--- src/rtl/disp_scan_gen.sv ---
module disp_scan_gen #(
  parameter int NUM_CHARS = 8,
  parameter int PRE_DIV   = 64,
  parameter int CODE_W    = 6,
  parameter int SEG_W     = 17
) (
  input  logic                          clk,
  input  logic                          rst_n,
  input  logic                          shutdown,
  input  logic                          wr_active,
  input  logic [CODE_W-1:0]             mem_code,
  output logic [$clog2(NUM_CHARS)-1:0]  mem_addr,
  output logic [NUM_CHARS-1:0]          char_en,
  output logic [SEG_W-1:0]              seg,
  output logic                          drv_oe
);

  localparam int PRE_W = $clog2(PRE_DIV);
  localparam int POS_W = $clog2(NUM_CHARS);
  localparam logic [PRE_W-1:0] PRE_LAST = PRE_W'(PRE_DIV - 1);
  localparam logic [POS_W-1:0] POS_LAST = POS_W'(NUM_CHARS - 1);
  localparam logic [CODE_W-1:0] BLANK_CODE = CODE_W'(1) << (CODE_W - 1);

  logic [PRE_W-1:0]     pre_q;
  logic [POS_W-1:0]     pos_q;
  logic [NUM_CHARS-1:0] char_en_q, char_nx;
  logic [SEG_W-1:0]     seg_q;
  logic                 oe_q;

  wire gap  = (pre_q == PRE_LAST);
  wire dark = gap | wr_active | shutdown;

  function automatic logic [SEG_W-1:0] font(input logic [CODE_W-1:0] c);
    logic [SEG_W-1:0] f;
    case (c)
      BLANK_CODE: f = '0;
      default:    f = SEG_W'({c, ~c, c[CODE_W-2:0] ^ c[CODE_W-1:1]});
    endcase
    return f;
  endfunction

  always_comb begin
    char_nx = '0;
    char_nx[pos_q] = 1'b1;
  end

  always_ff @(posedge clk or negedge rst_n) begin
    if (!rst_n) begin
      pre_q <= '0;
      pos_q <= '0;
    end else if (shutdown) begin
      pre_q <= '0;
      pos_q <= '0;
    end else begin
      pre_q <= gap ? '0 : pre_q + 1'b1;
      if (gap) pos_q <= (pos_q == POS_LAST) ? '0 : pos_q + 1'b1;
    end
  end

  always_ff @(posedge clk or negedge rst_n) begin
    if (!rst_n) begin
      char_en_q <= '0;
      seg_q     <= '0;
      oe_q      <= 1'b0;
    end else begin
      char_en_q <= dark ? '0 : char_nx;
      seg_q     <= dark ? '0 : font(mem_code);
      oe_q      <= !shutdown;
    end
  end

  assign mem_addr = pos_q;
  assign char_en  = char_en_q;
  assign seg      = seg_q;
  assign drv_oe   = oe_q;

  AST_ONE_CHAR: assert property (@(posedge clk) disable iff (!rst_n)
    $onehot0(char_en));
  AST_GAP_DARK: assert property (@(posedge clk) disable iff (!rst_n)
    gap |=> (char_en == '0 && seg == '0));
  AST_POS_STEP: assert property (@(posedge clk) disable iff (!rst_n)
    (gap && !shutdown) |=> pos_q == POS_W'($past(pos_q) + 1'b1));
  AST_POS_HOLD: assert property (@(posedge clk) disable iff (!rst_n)
    (!gap && !shutdown) |=> $stable(pos_q));
  AST_WR_DARK: assert property (@(posedge clk) disable iff (!rst_n)
    wr_active |=> (char_en == '0 && seg == '0));
  AST_SHDN_CLR: assert property (@(posedge clk) disable iff (!rst_n)
    shutdown |=> (pre_q == '0 && pos_q == '0 && char_en == '0 && !drv_oe));

endmodule

--- config.mk ---
export PLATFORM = sky130hd
export DESIGN_NAME = disp_scan_gen
export DESIGN_NICKNAME = d
export VERILOG_FILES = /design/src/rtl/disp_scan_gen.sv
export SDC_FILE = /design/constraint.sdc
export NUM_CORES = 1
export LEC_CHECK = 0
export BUFFER_PORTS_ARGS = -buffer_cell sky130_fd_sc_hd__buf_4
export CORE_MARGIN = 3
export CORE_UTILIZATION = 45
export DETAILED_ROUTE_END_ITERATION = 8
export PLACE_DENSITY = 0.72
export SETUP_SLACK_MARGIN = 0.2
export SLEW_MARGIN = 15
export SYNTH_ARGS = -nofsm -noshare
export SYNTH_HDL_FRONTEND = slang
export SYNTH_SLANG_ARGS = --single-unit
--- constraint.sdc ---
create_clock -name clk -period 1.5 [get_ports clk]
set_clock_uncertainty 0.1 [all_clocks]
set_input_delay 0.075 -clock clk [delete_from_list [all_inputs] [get_ports clk]]
set_output_delay 0.075 -clock clk [all_outputs]
set_load 0.01 [all_outputs]
Word-level counts from Yosys, hierarchy flattened. Index checks and enable logic that the tools add are counted.

Bits in registers: 35. Bits in latches: 0. RAM bits: 0. ROM bits: 0. Input bits: 10. Logic and storage cells: 29. Memories kept: 0.

Add/subtract/negate cells: 2. Multiply operators: 0. Div/mod/pow operators: 0. Order comparisons: 2. Equality and inequality tests: 3. Shift operators: 0. Multiplexer cells: 10. Bitwise operators: 4. Reduce and logical (&&, ||, !) cells: 3.

Operators with widths (count): two-way mux 17 bit (2); == test 6 bit, second input constant (2); two-way mux 6 bit (2); two-way mux 3 bit (3); two-way mux 8 bit (1); adder 6 x 1 -> 6 bit, second input constant (1); inverter 6 bit (1); XOR 5 bit (1); < comparator 3 x 4 -> 1 bit, second input constant (1); adder 3 x 1 -> 3 bit, second input constant (1); demux 1 bit (select 3 bit) (1); == test 3 bit, second input constant (1); >= comparator 3 x 1 -> 1 bit, second input constant (1); OR 1 bit (2); nonzero test 2 bit (1); logical AND 1 bit (1); zero test 1 bit (1); two-way mux 1 bit (1).

Longest topological paths before layout.
Depth in word-level cells: 5. Gate-level depth with buffers: 5.

Least setup slack after synthesis. Ideal clock, no wire load.

Path kind: flip-flop to flip-flop. Start point: reg pos_q[0], in the netlist mem_addr[0]. End point: reg pos_q[0], in the netlist mem_addr[0]. Library setup time: 0.078 ns. Arrival time: 1.338 ns. Data required time: 1.322 ns. Setup slack: -0.017 ns. Stages on the path, launching flop included: 5. Clock period less this slack: 1.517 ns. Path through: dfrtp_1 ha_1 ha_1 or4_1 a21oi_1.

Cells in the longest elaborated chain, start to end: 4. Elaborated cells on any way between the ends: 5.

RTL lines: start, declared (line 25) `logic [POS_W-1:0] pos_q;`; start signal, assigned (line 56) `if (gap) pos_q <= (pos_q == POS_LAST) ? '0 : pos_q + 1'b1;`; adder 3 x 1 -> 3 bit or == test 3 bit (tied branches) (line 56); two-way mux 3 bit (*) (2 in series) (line 56); two-way mux 3 bit (*) (line 51) `end else if (shutdown) begin`.

Mark *: on every way between the ends. The rest lies on a longest branch, timed or not. The select of a mux whose other input is x is not followed. A chain may end at the register's enable or synchronous reset.

Final worst setup path. Same ends and word-level chain as after synthesis.

==> results.cfg <==
[outcome]
outcome = finished, violations left
violations = negative setup slack

[logic_synthesis]
yosys.area_share.adder_pct = 4.59
count_of_state_elements_after_synthesis = 35
synth_top_family_by_area = simple AND/OR/NAND/NOR gates
synth_seq_area_share_pct = 64.3
synthMostInstantiatedCell = sky130_fd_sc_hd__dfrtp_1
synthArstFlopShare_pct = 100
synthSimpleGateAreaFrac_pct = 18.5
synth-edff-count = 0
synth.top_cell.area_share_pct = 64.3
yosys.area_share.xor_xnor_pct = 3.21
netlist.top_cell.by_area = sky130_fd_sc_hd__dfrtp_1
post_synth_num_cell_types = 26
synth.cells.most_frequent = 35 x sky130_fd_sc_hd__dfrtp_1, 13 x sky130_fd_sc_hd__nor3_1, 12 x sky130_fd_sc_hd__nor2_1, 9 x sky130_fd_sc_hd__inv_1
synth.yosys.warnings = 0
ys_dominant_reg_cell = sky130_fd_sc_hd__dfrtp_1
synthCells = 117
avgSynthCellArea_um2 = 11.6
synth.area.mux_share_pct = 0.735
syn_nets = 132
post_syn_area_um2 = 1360
share_of_the_synthesized_area_in_compound_gates_ao_oa_aoi_oai_pct = 4.13
synthTopCellsByArea = sky130_fd_sc_hd__dfrtp_1 64%, sky130_fd_sc_hd__nor3_1 4.8%, sky130_fd_sc_hd__ha_1 4.6%, sky130_fd_sc_hd__nor2_1 3.3%, sky130_fd_sc_hd__inv_1 2.5%

[setup_path]
critical_path.max_fanout = 2
startpoint_type = flip-flop
critPathKind = flip-flop to flip-flop
wp_data_required_ns = 1.67
r2r_cells = 4
worstPathCellList = ha_2, ha_4, or4_4, a21oi_2
endpoint_kind = flip-flop
worstPathArrival_ns = 1.71
cpMaxStageDelayCell = sky130_fd_sc_hd__or4_4
worst_path_largest_cell_delay_ns = 0.47

[timing]
min_period_over_period_pct = 103
final_period_minus_worst_setup_slack_ns = 1.54
max-slew-margin-rel_pct = 71.4
fmaxAchievable_mhz = 650
report.final.slew_viol_count = 0
finalSetupViolations = 1
worst_path_setup_slack_after_routing_ns = -0.0380
grt_setup_unrepaired = yes
final_hold_viol_count = 0
worst-slew-pin-transition_ns = 0.429
worst_hold_margin_ns = 0.0952

[floorplanning]
rows = 19
design.portCount = 39
initial_cell_density_of_the_core_pct = 48.2
die_width_um = 61.0
fp.dieArea_um2 = 3720
die_height_um = 61.0
core_area_um2 = 2830

[cts]
cts.sinks = 35
tritoncts = yes
buffers_from_clock_root_to_sink_at_most = 2
root_buffer = sky130_fd_sc_hd__clkbuf_4
worst_setup_hold_path_clk_slew_ns = 0.10
htreeDepth = 2
cts_inserted_buffers = 5
insertion_delay_ns = 0.34

[power_and_ir_drop]
static-leakage-power_nw = 1.01
total_switching_power_mw = 0.438
finalPower_mw = 1.71
part_of_the_total_power_dissipated_in_combinational_logic_pct = 13.9
pwr_density_cell_nw_per_um2 = 785
share_seq_of_total_power_pct = 57.8
cell_internal_pwr_mw = 1.27
power.share.clock_pct = 28.3
power_switching_share_pct = 25.7
peakVddDrop_uv = 611

[drt]
drtIter0Drc = 21
drc = 0
num_vias = 1099
detail_route.first_pass.iterations = 4
routed_via_density = 5.28
post_drt_antenna_nets = 0
routed_wire_length_per_instance_um = 15.7
routed_wl_mm = 3.27

[global_route]
grt_usage_pct = 16.9
antenna_violations_before_repair = 0
grt_pass1_wl_mm = 4.51
via_count_of_the_first_global_routing_pass = 1014
grt_remaining_overflow = 0
pin_count_of_the_biggest_net_entering_global_routing = 36

[finish]
area.sequential_um2 = 877
layout.filler_cells = 179
area_growth_syn_to_layout_pct = 59.5
proportion_of_layout_cells_with_a_drive_suffix_above_1_pct = 52.0
fin_nets = 191
diodes = 0
multi_input_area_um2 = 688

[worst_hold_path]
hold_class = primary input to flip-flop
worstHoldPathCells = 5

[placed_design]
place_hpwl_mm = 1.86
gpl.final_weighted_congestion = 0.784
numPortBuffers = 38

[flow_run]
max-cap-violations = 0
final cells by class:
cell class | instances | share of cell area [%]
Inverter | 9 | 1.55
Tap cell | 31 | 1.78
Clock inverter | 1 | 0.230
Timing Repair Buffer | 58 | 22.3
Sequential cell | 35 | 40.4
Clock buffer | 7 | 2.07
Multi-Input combinational cell | 67 | 31.7
sequential cells by signal (all words and copies together), names as in the netlist:
signal    cells
mem_addr      3
drv_oe        1
seg          17
pre_q         6
char_en       8
placed cells by master, fill, tap and decap left out, types with 3 or more instances in the layout:
cell type and n:
sky130_fd_sc_hd__a21oi_1 3, sky130_fd_sc_hd__buf_4 43, sky130_fd_sc_hd__buf_6 6, sky130_fd_sc_hd__clkbuf_4 5, sky130_fd_sc_hd__dfrtp_1 34, sky130_fd_sc_hd__dlygate4sd3_1 8
sky130_fd_sc_hd__inv_1 9, sky130_fd_sc_hd__nand3_1 4, sky130_fd_sc_hd__nor2_1 6, sky130_fd_sc_hd__nor2_4 4, sky130_fd_sc_hd__nor3_2 6, sky130_fd_sc_hd__nor3_4 5
sky130_fd_sc_hd__xnor2_1 3
worst max-delay path, delay by kind of cell (launching register included):
kind                     cells  cell delay [ns]
AND/OR/NAND/NOR              1             0.47
adder cells (fa/ha/maj)      2             0.37
flip-flops                   1             0.41
AO/OA/AOI/OAI                1             0.12
kinds of logic (layout without fill, tap and decap cells):
family | count (synthesis) | after routing
simple gates | 45 | 46
flops | 35 | 35
buf+inv | 16 | 75
compound gates | 10 | 10
fa+ha+maj | 5 | 5
xor+xnor | 5 | 5
mux | 1 | 1
metrics by stage:
stage	setup slack, ns	utilization (%)	std cells	cell area, um2	TNS, ns
5_1_grt	-0.0498	76.8	208	2170	-0.129
6_report	-0.0380	76.8	208	2170	-0.0380
3_3_place_gp	0.0322	61.1	185	1730	0
3_5_place_dp	-0.00441	61.1	185	1730	-0.00441
4_1_cts	0.0179	67.7	204	1910	0
2_1_floorplan	0.0607	-	117	1390	0
layer usage:
| metal | GRT usage [%] | wire (um) |
|---|---|---|
| met4 | 9.29 | 87 |
| met5 | 0 | 0 |
| met3 | 4.82 | 120 |
| met1 | 20.6 | 1320 |
| met2 | 26.9 | 1740 |
worst paths after layout:
path                                           end  slack [ns]               startpoint
setup / recovery           mem_addr[0]$_DFFE_PN0P_       -0.04  mem_addr[0]$_DFFE_PN0P_
hold / removal                char_en[4]$_DFF_PN0_         0.1                wr_active
setup reg to reg           mem_addr[0]$_DFFE_PN0P_       -0.04  mem_addr[0]$_DFFE_PN0P_
hold reg to reg                 pre_q[0]$_DFF_PN0_        0.51       pre_q[0]$_DFF_PN0_
max in group asynchronous       pre_q[2]$_DFF_PN0_        0.86                    rst_n
min in group asynchronous         seg[3]$_DFF_PN0_        0.12                    rst_n
what timing repair did:
action                     in CTS  in global routing
pin swaps                       3                 18
gates resized for setup         6                 52
buffers inserted                3                  1
setup endpoints to repair      27                 32
hold endpoints to repair       60                  3
hold buffers                    8                  1
gates cloned                    0                  3
power groups by stage:
stage	clock network, mW	registers [mW]	logic [mW]
floorplan	0	1.02	0.0559
CTS	0.494	0.986	0.182
global placement	0	1.00	0.155
detailed placement	0	1.01	0.158
global route	0.532	0.990	0.260
finish	0.483	0.986	0.237
No activity file was read; power rests on OpenSTA's default activity.
